<file path="config.mk">
export PLATFORM = sky130hd
export DESIGN_NAME = bank_hit_delay
export DESIGN_NICKNAME = d
export VERILOG_FILES = /design/src/rtl/bhd_pkg.sv /design/src/rtl/bhd_bank_sel.sv /design/src/rtl/bhd_issue.sv /design/src/rtl/bhd_delay_line.sv /design/src/rtl/bank_hit_delay.sv
export SDC_FILE = /design/constraint.sdc
export NUM_CORES = 1
export LEC_CHECK = 0
export ABC_AREA = 1
export BUFFER_PORTS_ARGS = -buffer_cell sky130_fd_sc_hd__buf_2
export CORE_UTILIZATION = 58
export CTS_CLUSTER_DIAMETER = 50
export DETAILED_ROUTE_END_ITERATION = 8
export PLACE_DENSITY = 0.87
export SLEW_MARGIN = 20
export SYNTH_ARGS = -nofsm -noshare
export SYNTH_HDL_FRONTEND = slang
export SYNTH_SLANG_ARGS = --single-unit
</file>
<file path="constraint.sdc">
create_clock -name clk -period 6.9 [get_ports clk]
set_input_delay 1.035 -clock clk [delete_from_list [all_inputs] [get_ports clk]]
set_output_delay 1.035 -clock clk [all_outputs]
set_load 0.02 [all_outputs]
</file>
<file path="src/rtl/bhd_pkg.sv">
package bhd_pkg;
   typedef enum logic [1:0] {
      LK_HIT     = 2'd0,
      LK_MISS    = 2'd1,
      LK_RSVFAIL = 2'd2
   } lk_status_e;

   typedef enum logic [1:0] {
      ST_NONE     = 2'd0,
      ST_CONFLICT = 2'd1,
      ST_COAL     = 2'd2
   } stall_e;
endpackage

</file>
<file path="src/rtl/bhd_bank_sel.sv">
module bhd_bank_sel #(
   parameter int ADDR_W      = 16,
   parameter int NUM_BANKS   = 4,
   parameter int SECTOR_MODE = 1,
   parameter int SECTOR_LOG2 = 5,
   parameter int LINE_LOG2   = 7
) (
   input  logic [ADDR_W-1:0]            addr,
   output logic [$clog2(NUM_BANKS)-1:0] bank
);
   localparam int BW = $clog2(NUM_BANKS);

   generate
      if (SECTOR_MODE != 0) begin : g_sector
         assign bank = addr[SECTOR_LOG2 +: BW];
      end else begin : g_line
         assign bank = addr[LINE_LOG2 +: BW];
      end
   endgenerate
endmodule

</file>
<file path="src/rtl/bhd_issue.sv">
module bhd_issue
   import bhd_pkg::*;
#(
   parameter int NUM_BANKS = 4
) (
   input  logic [NUM_BANKS-1:0]                   lane_valid,
   input  logic [NUM_BANKS*$clog2(NUM_BANKS)-1:0] lane_bank,
   input  logic [NUM_BANKS-1:0]                   entry_free,
   input  logic                                   backlog,
   output logic [NUM_BANKS-1:0]                   lane_ready,
   output logic [$clog2(NUM_BANKS+1)-1:0]         accepted,
   output logic [1:0]                             stall,
   output logic [NUM_BANKS-1:0]                   bank_push,
   output logic [NUM_BANKS*$clog2(NUM_BANKS)-1:0] bank_lane
);
   localparam int BW = $clog2(NUM_BANKS);
   localparam int CW = $clog2(NUM_BANKS+1);

   logic conflict;

   always_comb begin
      logic             stop;
      logic [NUM_BANKS-1:0] taken;
      logic [BW-1:0]    b;
      lane_ready = '0;
      bank_push  = '0;
      bank_lane  = '0;
      accepted   = '0;
      conflict   = 1'b0;
      stop       = 1'b0;
      taken      = ~entry_free;
      for (int i = 0; i < NUM_BANKS; i++) begin
         b = lane_bank[i*BW +: BW];
         if (!stop) begin
            if (!lane_valid[i]) begin
               stop = 1'b1;
            end else if (taken[b]) begin
               conflict = 1'b1;
               stop     = 1'b1;
            end else begin
               lane_ready[i]          = 1'b1;
               taken[b]               = 1'b1;
               bank_push[b]           = 1'b1;
               bank_lane[b*BW +: BW]  = BW'(i);
               accepted               = accepted + CW'(1);
            end
         end
      end
   end

   always_comb begin
      if (conflict)
         stall = ST_CONFLICT;
      else if ((&lane_ready) && backlog)
         stall = ST_COAL;
      else
         stall = ST_NONE;
   end
endmodule

</file>
<file path="src/rtl/bhd_delay_line.sv">
module bhd_delay_line #(
   parameter int LATENCY = 3,
   parameter int EW      = 8
) (
   input  logic          clk,
   input  logic          rst_n,
   input  logic          push,
   input  logic [EW-1:0] push_data,
   input  logic          head_done,
   output logic          entry_free,
   output logic          head_valid,
   output logic [EW-1:0] head_data
);
   logic          slot_v [LATENCY];
   logic [EW-1:0] slot_d [LATENCY];
   logic [LATENCY-1:0] hole;

   // hole[k]: some slot at or below k is vacant after this cycle's lookup,
   // so slot k takes the content of slot k+1
   always_comb begin
      hole[0] = !slot_v[0] || head_done;
      for (int k = 1; k < LATENCY; k++)
         hole[k] = hole[k-1] || !slot_v[k];
   end

   always_ff @(posedge clk) begin
      if (!rst_n) begin
         for (int k = 0; k < LATENCY; k++)
            slot_v[k] <= 1'b0;
      end else begin
         for (int k = 0; k < LATENCY-1; k++)
            if (hole[k]) slot_v[k] <= slot_v[k+1];
         if (hole[LATENCY-1]) slot_v[LATENCY-1] <= push;
      end
   end

   always_ff @(posedge clk) begin
      for (int k = 0; k < LATENCY-1; k++)
         if (hole[k]) slot_d[k] <= slot_d[k+1];
      if (hole[LATENCY-1]) slot_d[LATENCY-1] <= push_data;
   end

   assign entry_free = !slot_v[LATENCY-1];
   assign head_valid = slot_v[0];
   assign head_data  = slot_d[0];
endmodule

</file>
<file path="src/rtl/bank_hit_delay.sv">
module bank_hit_delay
   import bhd_pkg::*;
#(
   parameter int NUM_BANKS   = 4,
   parameter int LATENCY     = 3,
   parameter int ADDR_W      = 16,
   parameter int TAG_W       = 8,
   parameter int SIZE_W      = 8,
   parameter int CNT_W       = 8,
   parameter int SECTOR_MODE = 1,
   parameter int SECTOR_LOG2 = 5,
   parameter int LINE_LOG2   = 7
) (
   input  logic                              clk,
   input  logic                              rst_n,
   input  logic [NUM_BANKS-1:0]              req_valid,
   input  logic [NUM_BANKS*ADDR_W-1:0]       req_addr,
   input  logic [NUM_BANKS*TAG_W-1:0]        req_tag,
   input  logic [NUM_BANKS-1:0]              req_store,
   input  logic [NUM_BANKS*SIZE_W-1:0]       req_size,
   input  logic                              req_backlog,
   output logic [NUM_BANKS-1:0]              req_ready,
   output logic [$clog2(NUM_BANKS+1)-1:0]    acc_count,
   output logic [1:0]                        issue_stall,
   output logic [NUM_BANKS-1:0]              lk_valid,
   output logic [NUM_BANKS*ADDR_W-1:0]       lk_addr,
   output logic [NUM_BANKS*TAG_W-1:0]        lk_tag,
   output logic [NUM_BANKS-1:0]              lk_store,
   input  logic [NUM_BANKS*2-1:0]            lk_status,
   input  logic [NUM_BANKS-1:0]              lk_wr_sent,
   output logic [CNT_W-1:0]                  store_pend
);
   localparam int BW = $clog2(NUM_BANKS);
   localparam int EW = SIZE_W + 1 + TAG_W + ADDR_W;

   generate
      if (LATENCY < 1) begin : g_bad_lat
         $error("LATENCY must be at least 1");
      end
      if (NUM_BANKS < 2 || (NUM_BANKS & (NUM_BANKS-1)) != 0) begin : g_bad_banks
         $error("NUM_BANKS must be a power of two, at least 2");
      end
      if (ADDR_W < LINE_LOG2 + BW || ADDR_W < SECTOR_LOG2 + BW) begin : g_bad_addr
         $error("ADDR_W too narrow for bank selection");
      end
   endgenerate

   logic [NUM_BANKS*BW-1:0] lane_bank;
   logic [NUM_BANKS-1:0]    entry_free;
   logic [NUM_BANKS-1:0]    bank_push;
   logic [NUM_BANKS*BW-1:0] bank_lane;
   logic [NUM_BANKS-1:0]    head_done;
   logic [NUM_BANKS-1:0]    head_ack;
   logic [EW-1:0]           lane_ent [NUM_BANKS];
   logic [EW-1:0]           head_ent [NUM_BANKS];

   genvar gi;
   generate
      for (gi = 0; gi < NUM_BANKS; gi++) begin : g_lane
         bhd_bank_sel #(
            .ADDR_W(ADDR_W), .NUM_BANKS(NUM_BANKS), .SECTOR_MODE(SECTOR_MODE),
            .SECTOR_LOG2(SECTOR_LOG2), .LINE_LOG2(LINE_LOG2)
         ) u_sel (
            .addr (req_addr[gi*ADDR_W +: ADDR_W]),
            .bank (lane_bank[gi*BW +: BW])
         );
         assign lane_ent[gi] = {req_size[gi*SIZE_W +: SIZE_W], req_store[gi],
                                req_tag[gi*TAG_W +: TAG_W], req_addr[gi*ADDR_W +: ADDR_W]};
      end
   endgenerate

   bhd_issue #(.NUM_BANKS(NUM_BANKS)) u_issue (
      .lane_valid (req_valid),
      .lane_bank  (lane_bank),
      .entry_free (entry_free),
      .backlog    (req_backlog),
      .lane_ready (req_ready),
      .accepted   (acc_count),
      .stall      (issue_stall),
      .bank_push  (bank_push),
      .bank_lane  (bank_lane)
   );

   generate
      for (gi = 0; gi < NUM_BANKS; gi++) begin : g_bank
         logic [1:0] st;
         assign st = lk_status[gi*2 +: 2];
         assign head_done[gi] = lk_valid[gi] && (st != LK_RSVFAIL);
         assign head_ack[gi]  = lk_valid[gi] && (st == LK_HIT) && lk_store[gi] && !lk_wr_sent[gi];

         bhd_delay_line #(.LATENCY(LATENCY), .EW(EW)) u_line (
            .clk        (clk),
            .rst_n      (rst_n),
            .push       (bank_push[gi]),
            .push_data  (lane_ent[bank_lane[gi*BW +: BW]]),
            .head_done  (head_done[gi]),
            .entry_free (entry_free[gi]),
            .head_valid (lk_valid[gi]),
            .head_data  (head_ent[gi])
         );
         assign lk_addr[gi*ADDR_W +: ADDR_W] = head_ent[gi][ADDR_W-1:0];
         assign lk_tag[gi*TAG_W +: TAG_W]    = head_ent[gi][ADDR_W +: TAG_W];
         assign lk_store[gi]                 = head_ent[gi][ADDR_W+TAG_W];
      end
   endgenerate

   // store acknowledgement accounting
   function automatic logic [CNT_W-1:0] ack_amount(input logic [SIZE_W-1:0] sz);
      if (SECTOR_MODE != 0) return CNT_W'(sz >> SECTOR_LOG2);
      else                  return CNT_W'(1);
   endfunction

   logic [CNT_W-1:0] inc_sum, dec_sum;
   always_comb begin
      inc_sum = '0;
      dec_sum = '0;
      for (int i = 0; i < NUM_BANKS; i++) begin
         if (req_ready[i] && req_store[i])
            inc_sum = inc_sum + ack_amount(req_size[i*SIZE_W +: SIZE_W]);
         if (head_ack[i])
            dec_sum = dec_sum + ack_amount(head_ent[i][EW-1 -: SIZE_W]);
      end
   end

   always_ff @(posedge clk) begin
      if (!rst_n) store_pend <= '0;
      else        store_pend <= store_pend + inc_sum - dec_sum;
   end
endmodule

</file>
## Word-level counts from Yosys, hierarchy flattened

Memory sizes are Yosys's and may differ from the RTL's.
Cells that the tools add are included.

- Register bits after elaboration: 8
- Bits in writable memories: 408
- Input port bits: 151
- Output and inout port bits: 121
- Memories kept: 8

- Add/sub/neg operators: 15
- Order comparisons: 12
- Equal/unequal tests: 4
- Shifts and indexed selects: 8
- Muxes and demuxes: 178
- Bitwise gates (word level): 24
- Reduce and logical (&&, ||, !) cells: 58

Memories:

| memory | words | bits a word | rd ports | clocked after memory_dff | wr ports | RTL line | RTL |
|---|---|---|---|---|---|---|---|
| g_bank[0].u_line.slot_d | 3 | 33 | 3 | 0 | 3 | bhd_delay_line.sv:15 | `logic [EW-1:0] slot_d [LATENCY];` |
| g_bank[1].u_line.slot_d | 3 | 33 | 3 | 0 | 3 | bhd_delay_line.sv:15 |  |
| g_bank[2].u_line.slot_d | 3 | 33 | 3 | 0 | 3 | bhd_delay_line.sv:15 |  |
| g_bank[3].u_line.slot_d | 3 | 33 | 3 | 0 | 3 | bhd_delay_line.sv:15 |  |
| g_bank[0].u_line.slot_v | 3 | 1 | 3 | 0 | 3 | bhd_delay_line.sv:14 | `logic slot_v [LATENCY];` |
| g_bank[1].u_line.slot_v | 3 | 1 | 3 | 0 | 3 | bhd_delay_line.sv:14 |  |
| 2 more memories | n/a | n/a | n/a | n/a | n/a | n/a |  |

Operators with widths:

| kind | number |
|---|---|
| $bmux W33 S2 | 4 |
| $mux W33 | 8 |
| $mux W8 | 23 |
| $neg A3 Y34 | 4 |
| $shift A2 B34 Y8 const A | 4 |
| $shiftx A2 B34 Y8 const A | 4 |
| $mux W1 | 99 |
| $mux W4 | 19 |
| $add A8 B8 Y8 | 5 |
| $mux W3 | 12 |
| $logic_and A1 B1 Y1 | 25 |
| $bwmux W8 | 3 |
| $or A4 B4 Y4 | 6 |
| $add A3 B8 Y8 | 2 |
| $logic_not A1 Y1 | 16 |
| $ge A3 B3 Y1 const B | 4 |
| $logic_or A1 B1 Y1 | 12 |
| $lt A2 B3 Y1 const B | 4 |
| $not A2 Y3 | 4 |
| $or A1 B1 Y1 | 12 |
| $add A3 B1 Y3 const B | 3 |
| $and A8 B8 Y8 | 1 |
| $bmux W1 S2 | 4 |
| $demux W1 S2 | 4 |
| other kinds (7) | 17 |

## Longest topological paths before layout

Gate-level depths: netlist of run 1.

- Depth after elaboration: 28
- Depth in mapped cells: 35

## Modules after synthesis

From an unflattened synthesis of run 1, not the netlist that was laid out.

- Cells, all modules: 1820
- Area, all modules: 19869.1 µm²

By module, submodules not included:

| module | instances | cells each | area an instance (µm²) |
|---|---|---|---|
| bhd_delay_line | 4 | 150 | 3387.0 |
| bank_hit_delay | 1 | 1009 | 5306.3 |
| bhd_issue | 1 | 203 | 954.7 |
| bhd_bank_sel | 4 | 2 | 15.0 |

## Least setup slack after synthesis of run 1

No wires, ideal clock.

- Path kind: input -> register
- From: input req_addr[5]
- To: register store_pend[7]
- Library setup time: 0.122 ns
- Data arrival time: 5.917 ns
- Slack: 0.861 ns
- Cell stages on the path: 32
- Buffers on the path: 0
- Cell sequence: inv_2 nand2_1 nand2_1 nand2_2 nand2_1 nor2_4 nand2_1 nor2_1 ha_1 inv_1 fa_1 o21ai_0 inv_1 fa_1 o21ai_0 fa_1 nand3_1 nand2_1 fa_1 ha_1 a21oi_1 nor2_1 nor2_1 nor2_1 nor2_1 inv_1 a21oi_1 nor2_1 nor2_1 o21bai_1 o21ai_0 a21oi_1

- Elaborated cells on any way between the ends: 56
- Those cells by class: add/sub: 5; order compare: 2; mux: 41; bitwise: 3; reduce/logical: 5

RTL lines:

| what | RTL line | RTL |
|---|---|---|
| start: declaration | bank_hit_delay.sv:17 | `input logic [NUM_BANKS*ADDR_W-1:0] req_addr,` |
| $bmux W1 S2 (*) | bhd_issue.sv:37 | `end else if (taken[b]) begin` |
| $mux W1 (not written as such) (*) | bhd_issue.sv:37 |  |
| $mux W1 (*) | bhd_issue.sv:37 |  |
| $mux W1 (*) | bhd_issue.sv:35 | `if (!lane_valid[i]) begin` |
| via req_ready[0] | bank_hit_delay.sv:22 | `output logic [NUM_BANKS-1:0] req_ready,` |
| $logic_and A1 B1 Y1 (*) | bank_hit_delay.sv:118 | `if (req_ready[i] && req_store[i])` |
| $mux W3 (*) | bank_hit_delay.sv:118 |  |
| $add A3 B8 Y8 | bank_hit_delay.sv:119 | `inc_sum = inc_sum + ack_amount(req_size[i*SIZE_W +: SIZE_W]);` |
| $mux W8 (*) | bank_hit_delay.sv:118 |  |
| $add A8 B8 Y8 | bank_hit_delay.sv:119 |  |
| $mux W8 (*) | bank_hit_delay.sv:118 |  |
| $add A8 B8 Y8 | bank_hit_delay.sv:119 |  |
| $mux W8 (*) | bank_hit_delay.sv:118 |  |
| $add A8 B8 Y8 (*) | bank_hit_delay.sv:127 | `else store_pend <= store_pend + inc_sum - dec_sum;` |
| $sub A8 B8 Y8 (*) | bank_hit_delay.sv:127 |  |
| end signal: assignment | bank_hit_delay.sv:127 |  |
| end: declaration | bank_hit_delay.sv:31 | `output logic [CNT_W-1:0] store_pend` |

The timed path passes the listed nets; every way through them passes the cells marked *. The select of a mux whose other input is x is not followed.
A chain may end at the register's enable or synchronous reset.

## Worst setup path in the final report of run 1

- From: input req_addr[5]
- To: register store_pend[7]

- Cells in the longest elaborated chain, start to end: 26
- Elaborated cells on any way between the ends: 56
- Those cells by class: add/sub: 5; order compare: 2; mux: 41; bitwise: 3; reduce/logical: 5

RTL lines:

| what | RTL line |
|---|---|
| parallel branches: the longest is 23 deep, another holds $lt A2 B3 Y1 | n/a |
| $mux W8 (*) | bank_hit_delay.sv:118 |
| $add A8 B8 Y8 (*) | bank_hit_delay.sv:127 |
| $sub A8 B8 Y8 (*) | bank_hit_delay.sv:127 |

Mark *: on every way between the ends. The select of a mux whose other input is x is not followed.

==> results of run 1 <==
[repair_timing]
item	CTS	global route
hold buffers	0	0
endpoints found under the setup margin	0	1
gates resized for setup	0	1
hold endpoints to repair	0	0
[through the flow]
step | cell area, sq um | hold WS [ps] | power (mW) | utilization (%)
final | 20300 | 414 | 5.56 | 65.9
after global routing | 20300 | 422 | 5.74 | 65.9
after CTS | 20300 | 415 | 5.56 | 65.8
after detailed placement | 19000 | 405 | 3.47 | 61.6
after global placement | 19000 | 401 | 3.43 | 61.6
after floorplan | 18300 | 400 | 3.26 | -
[sequential cells by signal, indices dropped and copies added, names as in the netlist]
register and flops:
g_bank.u_line.slot_d 336, g_bank.u_line.slot_v 12, store_pend 8
[worst max-delay path: cells and delay by family]
family	cells	cell delay (ps)
xor+xnor	2	390
compound gates	7	1160
fa+ha+maj	6	2190
simple gates	14	1410
buf+inv	6	530
[power groups by stage]
stage                     registers [mW]  clock network [mW]  logic [mW]
final                               2.69                2.11       0.759
after floorplan                     2.71                   0       0.546
after global routing                2.70                2.21       0.828
after detailed placement            2.73                   0       0.736
after CTS                           2.69                2.13       0.743
after global placement              2.72                   0       0.708
[final timing paths]
| kind | depth (start not counted) | from | to |
|---|---|---|---|
| setup / recovery | 35 | req_addr[5] | store_pend[7] |
| setup reg to reg | 33 | g_bank[1].u_line.slot_v[0][2] | store_pend[7] |
| hold / removal | 0 | g_bank[0].u_line.slot_d[0][54] | g_bank[0].u_line.slot_d[0][21] |
| hold reg to reg | 0 | g_bank[0].u_line.slot_d[0][54] | g_bank[0].u_line.slot_d[0][21] |
[layout make-up]
class / count / area (sq um) / share of cell area [%]
Clock buffer: 45 / 1020 / 5.02
Clock inverter: 29 / 297 / 1.46
Inverter: 218 / 823 / 4.05
Multi-Input combinational cell: 1117 / 5660 / 27.9
Sequential cell: 356 / 10600 / 52.2
Tap cell: 396 / 495 / 2.44
Timing Repair Buffer: 271 / 1410 / 6.92
[layer usage]
layer | wire [um] | track usage [%] | part of all wire [%]
met5 | 8 | 0 | 0.016
met4 | 2530 | 13.3 | 5.0
met3 | 7220 | 7.60 | 14
met2 | 22000 | 47.8 | 43
met1 | 19000 | 43.2 | 37
[kinds of logic (layout without fill, tap and decap cells)]
| logic type | count (synthesis) | after routing | synth area share, % |
|---|---|---|---|
| adders and majority gates | 42 | 42 | 3.32 |
| AOI/OAI and AO/OA | 73 | 73 | 2.22 |
| muxes | 1 | 1 | 0.0615 |
| and+or+nand+nor | 991 | 991 | 24.7 |
| DFF | 356 | 356 | 58.0 |
| buffers and inverters | 405 | 563 | 11.2 |
| xor gates and xnor gates | 10 | 10 | 0.479 |
[synth_stat cells, types with 4 or more instances]
master and count:
xor2_1 6, o211ai_1 5, inv_2 11, o21ai_1 4, fa_1 11, a31oi_1 5, dfxtp_1 8, nand3_1 437
nor3_1 10, nand3_4 4, buf_4 124, xnor2_1 4, edfxtp_1 348, nand4_1 7, clkbuf_1 24, nand2_1 450
ha_1 31, nand2_4 5, nand2_2 8, inv_1 204, nor2_1 49, a21oi_1 15, o21ai_0 36, nor3b_1 5
buf_2 37
==> results.cfg, run 1 <==
[setup_path]
worstPathArrival_ps = 6740
critPathKind = input port to flip-flop
max_stage_delay_ps = 470
cp.required_ps = 7330
slowest_stage = fa_1
crit_fanout = 9
cp-start-kind = input port
regToRegSetupSlack_ps = 870
end_kind = flip-flop

[status]
violations = design-rule violations
outcome = finished with violations

[floorplan]
die_h_um = 180
rows = 64
die_area_sq_um = 32300
io_pins = 272
core-area_sq_um = 30800
start_util_pct = 59.4
die_w_um = 180

[cells_and_area]
drive_above_1_share_pct = 18.7
antenna_cells = 0
stdcell_count = 2432
nFillCells = 2315
layout.cells.most_common_list = nand2_1, nand3_1, edfxtp_1
fin_nets = 2197
area_growth_pct = 11.0
mostFrequentLayoutCell = nand2_1

[grt]
first_global_vias = 13600
antenna_found_initial = 2
grt_usage_pct = 31.4
overflow = 0
grt_first_pass_wirelength_um = 77800
grt_start_max_net_pins = 57

[cts]
clk_path_buf_depth = 3
cts_tree = done
cts-root-buf = clkbuf_16
clock-sinks = 356
cts-htree-levels = 2
cts_buffers = 40
clk_pin_slew_worst_paths_ps = 60
post_cts_buffers = 0
insertion_delay_ps = 550

[synth]
syn_inst = 1878
yosysTopAreaCell = edfxtp_1
synth_area_leaders = edfxtp_1, nand3_1, nand2_1
syn_area_per_cell_sq_um = 9.74
async_reset_ff_share_pct = 0
seq_area_frac_synth_pct = 58.0
ys_ff_latch = 356
ys.flop_type = edfxtp_1
synth_area_sq_um = 18300
synth_cell_type_count = 42
synth_edf_count = 348
synth_top_area_share_pct = 57.1
synth_nets = 2071
synth_warnings = 0

[power]
seqPwrFrac_pct = 48.3
swShare_pct = 27.0
p_int_mw = 4.06
p_sw_mw = 1.50
pwr-share-clk_pct = 38.0
p_per_area_nw_per_um2 = 274
peakVddDrop_mv = 0.224
pwr-share-comb_pct = 13.7
p_leak_nw = 9.27

[timing]
setup_ws_ps = 593
worstMarginPinSlew_ps = 1130
period_share_pct = 91.4
worst_slew_margin_rel_pct = 24.7
maxSlewViolCount = 0
finalHoldViolCount = 0
fin_crit_ps = 6310
setup_violations = 0
fin_setup_tns_ps = 0
max_freq_mhz = 159
final.setup_skew_ps = 17.0
rsz0062_at_grt = no

[routing]
drtIter0Drc = 2347
vias = 14500
ant_nets = 0
avgRoutedWirePerCell_um = 20.9
wl_um = 50800
drc = 24
viasPerCell = 5.97
dr.pass1.iters = 9

[placed_design]
portBuffers = 251
dp_hpwl_um = 33100
place_inst = 2358
gp_congestion = 0.932
pre_cts_ws_ps = -7.44

[flow_run]
cap_viol_max_count = 0

[min_path]
hold_class = flip-flop to flip-flop
No activity file was read; power rests on OpenSTA's default activity.
==> inputs of run 2 (changes only) <==
Settings changed: ABC_AREA 1 to not set, CORE_UTILIZATION 58 to 57, PLACE_DENSITY 0.87 to 0.86.
==> run 2 against run 1 <==
The run now ends clean. Largest power group unchanged. Combinational power is 9.2% lower. Cell count down 30%. Clock power decreased by 2%. Critical path depth shrank 13. Highest routed layer is now met4. Largest cell class unchanged. Sequential share of layout area rose by 3.5 points. Routed wire length fell by 16%. Utilization increased by 0.062 points. Sequential power down 2%. Global-route usage shrank 3.3 points.
==> results.cfg, run 2 <==
[status]
outcome = completed

[power]
peakVddDrop_mv = 0.163
pwr-share-comb_pct = 12.8
seqPwrFrac_pct = 49.1
p_int_mw = 4.08
pwr-share-clk_pct = 38.2
swShare_pct = 24.4
p_leak_nw = 7.50
p_sw_mw = 1.31
p_per_area_nw_per_um2 = 283

[cells_and_area]
fin_nets = 1452
top_register = g_bank.u_line.slot_d
multi_input_area_sq_um = 4990
mostFrequentLayoutCell = edfxtp_1
stdcell_count = 1694
nFillCells = 2030
area_growth_pct = 13.3
regArea_sq_um = 10600
layout.cells.most_common_list = edfxtp_1, buf_2, mux2i_1
largest_reg_flops = 336
drive_above_1_share_pct = 32.7
top_regs = g_bank.u_line.slot_d x336, g_bank.u_line.slot_v x12, store_pend x8

[setup_path]
rr_endpoint = store_pend[7]
regToRegSetupSlack_ps = 740
worstPathArrival_ps = 6600
critPathKind = input port to flip-flop
end_kind = flip-flop
crit_fanout = 3
cp-start-kind = input port
reg2reg_depth = 21
startpoint = req_addr[5]
r2r-start = g_bank[2].u_line.slot_v[0][2]
cp.required_ps = 7330

[grt]
overflow = 0
grt_first_pass_wirelength_um = 62600
first_global_vias = 10200
grt_start_max_net_pins = 33
antenna_found_initial = 23
grt_usage_pct = 28.1

[timing]
period_share_pct = 89.4
fin_crit_ps = 6170
maxSlewViolCount = 0
worst_slew_margin_rel_pct = 22.6
fin_setup_tns_ps = 0
hold_slack_ps = 407
worstMarginPinSlew_ps = 1160
setup_violations = 0
final.setup_skew_ps = 28.1
rsz0062_at_grt = no
finalHoldViolCount = 0
setup_ws_ps = 731
max_freq_mhz = 162

[synth]
synth_area_leaders = edfxtp_1, mux4_2, buf_4
async_reset_ff_share_pct = 0
synth_common_cells = edfxtp_1, buf_4, mux2i_1
yosysTopAreaCell = edfxtp_1
synth.most_common_cell = edfxtp_1
synth_warnings = 0
ys.flop_type = edfxtp_1
synth_area_sq_um = 16800
synth_nets = 1292
synth_top_area_share_pct = 62.2
seq_area_frac_synth_pct = 63.2
synth_edf_count = 348
syn_area_per_cell_sq_um = 15.3
synth_cell_type_count = 68
syn_inst = 1099
ys_ff_latch = 356

[placed_design]
portBuffers = 251
pre_cts_ws_ps = 275
place_inst = 1603
gp_congestion = 0.890
dp_hpwl_um = 29300

[floorplan]
die_area_sq_um = 30100
io_pins = 272
start_util_pct = 58.2
core-area_sq_um = 28900
rows = 62
die_h_um = 174
die_w_um = 174

[min_path]
min_to = g_bank[0].u_line.slot_d[0][22]
hold_class = flip-flop to flip-flop
worstHoldPathCells = 0
min-delay-start = g_bank[0].u_line.slot_d[0][55]

[cts]
clk_pin_slew_worst_paths_ps = 60
cts-htree-levels = 2
cts_resized = 0
clk_path_buf_depth = 3
cts_hold_repair.buffers = 0
cts_buffers = 38
cts_tree = done
clock-sinks = 356
post_cts_buffers = 0
cts-root-buf = clkbuf_16
insertion_delay_ps = 550

[routing]
drc = 0
ant_nets = 0
wl_um = 42600
drtIter0Drc = 1412
avgRoutedWirePerCell_um = 25.1
viasPerCell = 6.27
vias = 10600
dr.pass1.iters = 5

[flow_run]
cap_viol_max_count = 0
==> run 2: cell count changes after synthesis, sizes merged, moves of 22 or more <==
| cell | change |
|---|---|
| a21oi | +50 |
| nand2 | -432 |
| buf | -22 |
| o22ai | +47 |
| mux2i | +67 |
| nand3 | -426 |
| inv | -178 |
| o21ai | -22 |
| nor2 | -31 |
| and3 | +22 |
| mux4 | +55 |
==> run 2: worst max-delay path by stage <==
| stage | to | cells past startpoint |
|---|---|---|
| floorplan | store_pend[6] | 25 |
| global placement | store_pend[7] | 22 |
| detailed placement | store_pend[7] | 22 |
| finish | store_pend[7] | 22 |
| global route | store_pend[7] | 22 |
| CTS | store_pend[7] | 22 |
==> run 2: area by class of cell <==
cell class	count	area share (%)
Tap cell	384	2.52
Multi-Input combinational cell	545	26.2
Sequential cell	356	55.8
Inverter	40	0.815
Antenna cell	24	0.316
Clock buffer	45	5.13
Clock inverter	22	1.58
Timing Repair Buffer	278	7.67
==> run 2: per-layer routing <==
layer  share of wire [%]  GRT usage [%]  up-vias
li1                    -              -     4491
met1                  39           39.5     5257
met2                  46           42.9      747
met3                  10           4.78      130
met4                 5.0           13.7        0
met5                   0              0        -
==> run 2: cell families (layout without fill, tap and decap cells) <==
kind of cell | after synthesis | after routing | share of synthesized area [%]
flip-flops | 356 | 356 | 63.2
AND/OR/NAND/NOR | 165 | 165 | 5.45
XOR/XNOR | 24 | 24 | 1.25
buffers and inverters | 198 | 385 | 7.47
multiplexers | 136 | 136 | 12.4
AO/OA/AOI/OAI | 177 | 177 | 6.60
other | 0 | 24 | 0
adder cells (fa/ha/maj) | 43 | 43 | 3.68
==> run 2: power by group through the flow <==
stage	sequential (mW)	combinational [mW]	clock, mW
final	2.64	0.689	2.06
after global placement	2.68	0.653	0
after detailed placement	2.69	0.671	0
after global routing	2.66	0.743	2.15
after CTS	2.65	0.679	2.07
after floorplan	2.67	0.492	0
==> run 2: critical path, cell delays in order <==
cell and delay [ps]:
buf_2 110, mux4_2 520, nor2_1 140, and3_1 190, ha_1 180, inv_1 60
fa_1 430, mux2i_1 230, inv_1 110, fa_1 450, mux2i_1 310, fa_1 480
mux2_2 290, fa_1 460, ha_1 320, a21o_1 190, a21oi_1 270, o21bai_1 130
a21oi_1 260, o21ai_0 160, xnor2_1 150, and2_1 150
==> run 2: metrics by stage <==
stage,instance area (sq um),power (mW),utilization (%)
2_1_floorplan,16800,3.17,-
3_3_place_gp,17700,3.33,61.3
3_5_place_dp,17700,3.36,61.3
4_1_cts,19000,5.40,65.7
5_1_grt,19000,5.55,65.9
6_report,19000,5.39,65.9
